==> src/rtl/itlb_pkg.sv <==
package itlb_pkg;
  localparam int ENTRIES    = 4;
  localparam int IDX_W      = $clog2(ENTRIES);
  localparam int LRU_W      = 6;
  localparam int VA_W       = 32;
  localparam int PA_W       = 29;
  localparam int ASID_W     = 8;
  localparam int FLAG_W     = 9;
  localparam int PAGE_LSB   = 10;
  localparam int VPN_W      = VA_W - PAGE_LSB;
  localparam int PPN_W      = PA_W - PAGE_LSB;
  localparam int RD_IDX_LSB = 7;

  // flag bit positions
  localparam int F_VALID  = 8;
  localparam int F_SZ_HI  = 7;
  localparam int F_SZ_LO  = 4;
  localparam int F_SHARED = 1;
  localparam logic [FLAG_W-1:0] FILL_KEEP = 9'h1DA;

  typedef logic [IDX_W-1:0] idx_t;
  typedef logic [LRU_W-1:0] lru_t;

  typedef struct packed {
    logic [VPN_W-1:0]  vpn;
    logic [ASID_W-1:0] asid;
    logic [PPN_W-1:0]  ppn;
    logic [FLAG_W-1:0] flags;
  } entry_t;

  function automatic int page_shift(input logic [FLAG_W-1:0] f);
    case ({f[F_SZ_HI], f[F_SZ_LO]})
      2'b00:   return 10;
      2'b01:   return 12;
      2'b10:   return 16;
      default: return 20;
    endcase
  endfunction

  function automatic logic [VA_W-1:0] size_mask(input logic [FLAG_W-1:0] f);
    return {VA_W{1'b1}} << page_shift(f);
  endfunction

  function automatic logic [PA_W-1:0] make_pa(input logic [PPN_W-1:0] ppn,
                                              input logic [FLAG_W-1:0] f,
                                              input logic [VA_W-1:0] va);
    logic [VA_W-1:0] m;
    logic [PA_W-1:0] base;
    m    = size_mask(f);
    base = {ppn, {PAGE_LSB{1'b0}}};
    return (base & m[PA_W-1:0]) | (va[PA_W-1:0] & ~m[PA_W-1:0]);
  endfunction

  function automatic idx_t lru_victim(input lru_t c);
    if ((c & 6'h38) == 6'h38)      return idx_t'(0);
    else if ((c & 6'h26) == 6'h06) return idx_t'(1);
    else if ((c & 6'h15) == 6'h01) return idx_t'(2);
    else                           return idx_t'(3);
  endfunction

  function automatic lru_t lru_touch(input lru_t c, input idx_t i);
    case (i)
      idx_t'(0): return c & 6'h07;
      idx_t'(1): return (c & 6'h19) | 6'h20;
      idx_t'(2): return (c & 6'h3E) | 6'h14;
      default:   return c | 6'h0B;
    endcase
  endfunction
endpackage

==> src/rtl/itlb_store.sv <==
module itlb_store
  import itlb_pkg::*;
(
  input  logic                   clk,
  input  logic                   rst_n,
  input  logic                   flush,
  input  logic                   wr_en,
  input  idx_t                   wr_idx,
  input  entry_t                 wr_ent,
  output entry_t [ENTRIES-1:0]   ent_q
);
  for (genvar g = 0; g < ENTRIES; g++) begin : g_ent
    entry_t e_r;
    always_ff @(posedge clk or negedge rst_n) begin
      if (!rst_n) begin
        e_r <= '0;
      end else if (wr_en && (wr_idx == idx_t'(g))) begin
        e_r <= wr_ent;
      end else if (flush) begin
        e_r.flags[F_VALID] <= 1'b0;
      end
    end
    assign ent_q[g] = e_r;
  end
endmodule

==> src/rtl/itlb_match.sv <==
module itlb_match
  import itlb_pkg::*;
(
  input  entry_t [ENTRIES-1:0] ent,
  input  logic [VA_W-1:0]      vaddr,
  input  logic [ASID_W-1:0]    asid,
  input  logic                 asid_chk,
  output logic                 any_hit,
  output logic                 multi_hit,
  output idx_t                 hit_idx
);
  logic [ENTRIES-1:0] hit_vec;

  for (genvar g = 0; g < ENTRIES; g++) begin : g_cmp
    logic [VA_W-1:0] m;
    logic [VA_W-1:0] tag;
    logic            page_eq;
    logic            asid_ok;
    assign m       = size_mask(ent[g].flags);
    assign tag     = {ent[g].vpn, {PAGE_LSB{1'b0}}};
    assign page_eq = ((tag ^ vaddr) & m) == '0;
    assign asid_ok = !asid_chk || ent[g].flags[F_SHARED] || (ent[g].asid == asid);
    assign hit_vec[g] = ent[g].flags[F_VALID] && page_eq && asid_ok;
  end

  assign any_hit   = |hit_vec;
  assign multi_hit = (hit_vec & (hit_vec - ENTRIES'(1))) != '0;

  always_comb begin
    hit_idx = '0;
    for (int i = 0; i < ENTRIES; i++) begin
      if (hit_vec[i]) hit_idx = idx_t'(i);
    end
  end
endmodule

==> src/rtl/itlb_lru.sv <==
module itlb_lru
  import itlb_pkg::*;
(
  input  logic clk,
  input  logic rst_n,
  input  logic touch,
  input  idx_t touch_idx,
  output idx_t victim
);
  lru_t code_q;

  always_ff @(posedge clk or negedge rst_n) begin
    if (!rst_n)     code_q <= '0;
    else if (touch) code_q <= lru_touch(code_q, touch_idx);
  end

  assign victim = lru_victim(code_q);
endmodule

==> src/rtl/itlb_quad.sv <==
module itlb_quad
  import itlb_pkg::*;
(
  input  logic                       clk,
  input  logic                       rst_n,
  input  logic                       flush,
  input  logic                       lk_valid,
  output logic                       lk_ready,
  input  logic [VA_W-1:0]            lk_vaddr,
  input  logic [ASID_W-1:0]          lk_asid,
  input  logic                       lk_asid_chk,
  output logic                       res_valid,
  output logic                       res_hit,
  output logic                       res_multi,
  output logic [IDX_W-1:0]           res_idx,
  output logic [PA_W-1:0]            res_paddr,
  output logic                       miss_valid,
  input  logic                       miss_ready,
  output logic [VA_W-1:0]            miss_vaddr,
  output logic [ASID_W-1:0]          miss_asid,
  input  logic                       fill_valid,
  output logic                       fill_ready,
  input  logic [VPN_W-1:0]           fill_vpn,
  input  logic [PPN_W-1:0]           fill_ppn,
  input  logic [ASID_W-1:0]          fill_asid,
  input  logic [FLAG_W-1:0]          fill_flags,
  input  logic [IDX_W-1:0]           rd_addr,
  output logic [VA_W-1:0]            rd_tag,
  output logic [VA_W-1:0]            rd_data
);
  typedef enum logic [1:0] {ST_IDLE, ST_ASK, ST_WAIT} state_t;

  state_t               state_q;
  logic [VA_W-1:0]      pend_va_q;
  logic [ASID_W-1:0]    pend_asid_q;
  entry_t [ENTRIES-1:0] ent;
  logic [ENTRIES-1:0]   ent_valid;
  logic                 any_hit, multi_hit;
  idx_t                 hit_idx, victim;
  logic                 lk_fire, fill_fire, touch;
  idx_t                 touch_idx;
  entry_t               fill_ent;

  assign lk_ready   = (state_q == ST_IDLE) && !flush;
  assign fill_ready = (state_q == ST_WAIT) && !flush;
  assign miss_valid = (state_q == ST_ASK);
  assign miss_vaddr = pend_va_q;
  assign miss_asid  = pend_asid_q;
  assign lk_fire    = lk_valid && lk_ready;
  assign fill_fire  = fill_valid && fill_ready;

  for (genvar g = 0; g < ENTRIES; g++) begin : g_vld
    assign ent_valid[g] = ent[g].flags[F_VALID];
  end

  assign fill_ent = '{vpn:   fill_vpn,
                      asid:  fill_asid,
                      ppn:   fill_ppn,
                      flags: fill_flags & FILL_KEEP};

  itlb_store u_store (
    .clk    (clk),
    .rst_n  (rst_n),
    .flush  (flush),
    .wr_en  (fill_fire),
    .wr_idx (victim),
    .wr_ent (fill_ent),
    .ent_q  (ent)
  );

  itlb_match u_match (
    .ent       (ent),
    .vaddr     (lk_vaddr),
    .asid      (lk_asid),
    .asid_chk  (lk_asid_chk),
    .any_hit   (any_hit),
    .multi_hit (multi_hit),
    .hit_idx   (hit_idx)
  );

  assign touch     = fill_fire || (lk_fire && any_hit && !multi_hit);
  assign touch_idx = fill_fire ? victim : hit_idx;

  itlb_lru u_lru (
    .clk       (clk),
    .rst_n     (rst_n),
    .touch     (touch),
    .touch_idx (touch_idx),
    .victim    (victim)
  );

  always_ff @(posedge clk or negedge rst_n) begin
    if (!rst_n) begin
      state_q     <= ST_IDLE;
      pend_va_q   <= '0;
      pend_asid_q <= '0;
      res_valid   <= 1'b0;
      res_hit     <= 1'b0;
      res_multi   <= 1'b0;
      res_idx     <= '0;
      res_paddr   <= '0;
    end else begin
      res_valid <= 1'b0;
      case (state_q)
        ST_IDLE: begin
          if (lk_fire) begin
            if (multi_hit) begin
              res_valid <= 1'b1;
              res_hit   <= 1'b0;
              res_multi <= 1'b1;
              res_idx   <= '0;
              res_paddr <= '0;
            end else if (any_hit) begin
              res_valid <= 1'b1;
              res_hit   <= 1'b1;
              res_multi <= 1'b0;
              res_idx   <= hit_idx;
              res_paddr <= make_pa(ent[hit_idx].ppn, ent[hit_idx].flags, lk_vaddr);
            end else begin
              state_q     <= ST_ASK;
              pend_va_q   <= lk_vaddr;
              pend_asid_q <= lk_asid;
            end
          end
        end
        ST_ASK: begin
          if (miss_ready) state_q <= ST_WAIT;
        end
        default: begin
          if (fill_fire) begin
            state_q   <= ST_IDLE;
            res_valid <= 1'b1;
            res_hit   <= 1'b1;
            res_multi <= 1'b0;
            res_idx   <= victim;
            res_paddr <= make_pa(fill_ppn, fill_ent.flags, pend_va_q);
          end
        end
      endcase
    end
  end

  // inspection port
  entry_t rd_ent;
  assign rd_ent  = ent[rd_addr];
  assign rd_tag  = {rd_ent.vpn, {(PAGE_LSB-ASID_W-1){1'b0}}, rd_ent.flags[F_VALID], rd_ent.asid};
  assign rd_data = {{(VA_W-PA_W){1'b0}}, rd_ent.ppn, {(PAGE_LSB-FLAG_W){1'b0}}, rd_ent.flags};
endmodule

==> config.mk <==
export PLATFORM = sky130hd
export DESIGN_NAME = itlb_quad
export DESIGN_NICKNAME = d
export VERILOG_FILES = /design/src/rtl/itlb_pkg.sv /design/src/rtl/itlb_store.sv /design/src/rtl/itlb_match.sv /design/src/rtl/itlb_lru.sv /design/src/rtl/itlb_quad.sv
export SDC_FILE = /design/constraint.sdc
export NUM_CORES = 1
export LEC_CHECK = 0
export BUFFER_PORTS_ARGS = -buffer_cell sky130_fd_sc_hd__buf_2
export CAP_MARGIN = 20
export CORE_ASPECT_RATIO = 0.8
export CORE_MARGIN = 1
export CORE_UTILIZATION = 26
export CTS_BUF_LIST = sky130_fd_sc_hd__clkbuf_8
export CTS_CLUSTER_DIAMETER = 40
export DETAILED_ROUTE_END_ITERATION = 8
export GPL_ROUTABILITY_DRIVEN = 0
export SLEW_MARGIN = 0
export SYNTH_ARGS = -nofsm -noshare
export SYNTH_HDL_FRONTEND = slang
export SYNTH_HIERARCHICAL = 1
export SYNTH_SLANG_ARGS = --single-unit
==> constraint.sdc <==
create_clock -name clk -period 3.1 [get_ports clk]
set_input_delay 0.93 -clock clk [delete_from_list [all_inputs] [get_ports clk]]
set_output_delay 0.93 -clock clk [all_outputs]
set_load 0.02 [all_outputs]
==> reports/qor.csv <==
metric,value,unit
slew_headroom,37.44,%
dp_hpwl,34900,um
p_comb_share,29.6,%
drive_gt1_share,59.44,%
seq_area_frac_synth,49.30,%
die_y,223.5,um
whs,219.4,ps
critical_path_peak_fanout,7,
clk_pin_slew,60,ps
root_buffer,clkbuf_8,
ys_seq_elements,314,
cts-htree-levels,3,
clkPwrFrac,32.8,%
rsz0062_at_grt,true,
routed_wirelength,49630,um
cts_tree,done,
setup_slack,-112.8,ps
hold_path.class,primary input to asynchronous set/reset pin,
drt_iter0_drc,543,
wl_per_cell,21.47,um
ir_worst_vdd,324.5,uV
ctsHoldBuffers,0,
max-clock-path-buffers,3,
yosysUniqueCellTypes,53,
slew_viol_final,0,
grt_usage,15.93,%
p_seq_share,37.5,%
rows,80,
fin_worst_skew,39.84,ps
grt_pass1_wl,74240,um
drv_cap,0,
fin_util,35.09,%
clock.fmax,311.3,MHz
insertion_delay,640,ps
syn_area,15940,um^2
cts.sinks,314,
failed_checks,negative setup slack,
end_kind,flop,
synthFlopType,dfrtp_1,
layout_min_cycle_time,3213,ps
synthArstFlopShare,100.0,%
switching_share,34.50,%
p_total,15.22,mW
io-pin-count,248,
finalSetupViolations,14,
syn2layout_area_growth,32.23,%
via_per_inst,4.761,
p_switching,5.249,mW
arrival,3730,ps
worst_pin_slew,934.0,ps
chipWidth,278.8,um
fin_crit_sh,103.6,%
power_density,722.0,nW/um^2
final-hold-violation-count,0,
core_area,60060,um^2
ant_nets,0,
ys_warn_count,6,
first_pass_iters,4,
required,3610,ps
synth_edf_count,0,
reg2regPathDepth,13,
fillers,5857,
crit_type,primary input to flop,
grt_max_degree,74,
setup.worst_path.start_class,primary input,
overflow,0,
start_util,26.54,%
port_buffers,239,
die-area,62300,um^2
grt_antenna_before_repair,8,
p_int,9.967,mW
numCtsBuffers,70,
status,"finished, violations left",
synth_cells,1115,
grt_pass1_vias,11798,
p_leak,9.730,nW
drcViolationCount,0,
final_nets,1591,
avgSynthCellArea,14.30,um^2
vias,11007,
r2r_slack,-50,ps
layout by cell type (no fill, tap or decap), drive strengths merged, types with 3 or more instances in the layout:
cell and instances:
clkinv 11, a21oi 10, nand3b 4, nor2 52, a32oi 4, a221oi 21
o32ai 4, nor3b 5, mux2 280, buf 359, nand3 3, and3 4
o21ai 11, mux2i 10, nor4 8, ha 4, o21a 5, bufinv 6
xor2 28, o221ai 4, xnor2 92, nand4 25, clkbuf 88, inv 27
nand2 13, clkinvlp 7, a31oi 6, mux4 79, dfrtp 314, a41oi 4
conb 17, nor2b 9
worst paths after layout:
path                                                 from                        endpoint
setup / recovery                             lk_vaddr[28]       res_paddr[15]$_DFFE_PN0P_
hold / removal                                      rst_n      miss_vaddr[20]$_DFFE_PN0P_
setup reg to reg           u_store/ent_q[205]$_DFFE_PN0P_       res_paddr[15]$_DFFE_PN0P_
hold reg to reg                     res_multi$_DFFE_PN0P_           res_multi$_DFFE_PN0P_
max in group asynchronous                           rst_n  u_store/ent_q[112]$_DFFE_PN0P_
min in group clk                    res_multi$_DFFE_PN0P_           res_multi$_DFFE_PN0P_
kinds of logic (layout without fill, tap and decap cells):
logic type,after synthesis,after routing,synth area share (%)
adders and majority gates,4,4,0.3140
buffers and inverters,99,498,3.297
DFF,314,314,49.30
and+or+nand+nor,131,132,4.679
AOI/OAI and AO/OA,77,77,3.776
other,1,19,0.02353
muxes,369,369,31.64
xor gates and xnor gates,120,120,6.971
repair_timing:
action / 4_1_cts / 5_1_grt
cloned: 1 / 1
setup buffers: 3 / 2
gates resized for setup: 34 / 46
pin swaps: 14 / 15
setup endpoints to repair: 41 / 40
flip-flops by register name, summed over array words and instances (netlist names):
name	cells
res_paddr	29
u_lru/code_q	6
res_multi	1
res_hit	1
miss_asid	8
u_store/ent_q	232
res_valid	1
state_q	2
miss_vaddr	32
res_idx	2
synthesized netlist by cell type, drive strengths merged (3+ instances only):
master,instances,share of area (%)
o21ai,11,0.35
and3,4,0.16
dfrtp,314,49
nand3b,4,0.19
a221oi,21,1.2
a41oi,4,0.22
xor2,28,1.5
nor2b,9,0.35
o21a,5,0.24
nor4,8,0.50
nor3b,5,0.33
xnor2,92,5.4
nand2,13,0.31
nor2,51,1.2
o221ai,4,0.22
inv,13,0.31
nand4,25,1.1
a21oi,10,0.31
mux4,79,11
mux2,280,20
clkbuf,17,0.40
nand3,3,0.094
mux2i,10,0.63
o32ai,4,0.36
buf,69,2.6
a31oi,6,0.24
a32oi,4,0.22
ha,4,0.31
layer usage:
metal / GRT usage (%) / share of wire, % / up-vias
li1: - / - / 4868
met1: 21.04 / 45 / 5783
met2: 25.42 / 48 / 272
met3: 3.875 / 4.9 / 74
met4: 5.530 / 2.2 / 10
met5: 0 / 0.12 / -
power groups by stage:
stage / Clock [mW] / Sequential, mW / Combinational, mW
after floorplan: 0 / 6.20 / 2.14
after global placement: 0 / 5.71 / 4.31
after detailed placement: 0 / 5.76 / 4.36
after CTS: 5.17 / 5.70 / 4.43
after global routing: 5.38 / 5.83 / 4.81
final: 4.99 / 5.71 / 4.51
stage by stage:
step | instance area (um^2) | setup WS [ps] | TNS, ps | instances
5_1_grt | 21070 | -159.3 | -1889 | 2310
2_1_floorplan | 16220 | -469.0 | -4703 | 1131
3_3_place_gp | 19060 | -999.9 | -61560 | 2180
4_1_cts | 20810 | -73.35 | -571.3 | 2307
3_5_place_dp | 19060 | -1085 | -63230 | 2180
6_report | 21080 | -112.8 | -1008 | 2312
worst max-delay path, cell delays in order:
cell	delay (ps)
buf_2	130
buf_4	150
xnor2_1	210
nand4_1	170
nor4_2	250
buf_4	170
nand4_2	100
buf_6	160
o21ai_4	60
buf_12	140
mux4_2	620
buf_6	180
mux2i_1	130
o221ai_1	130
o21a_1	160
layout make-up:
cell class                 instances  area [um^2]  share of cell area, %
multi-input combinational        719         8122                  38.53
sequential                       314         7859                  37.29
timing repair buffer             362         2545                  12.07
clock buffer                      85         1170                  5.551
tap                              779        974.7                  4.625
clock inverter                    38        350.3                  1.662
inverter                          13        51.30                 0.2434
antenna                            2        5.005                0.02375
No activity file was read; power rests on OpenSTA's default activity.
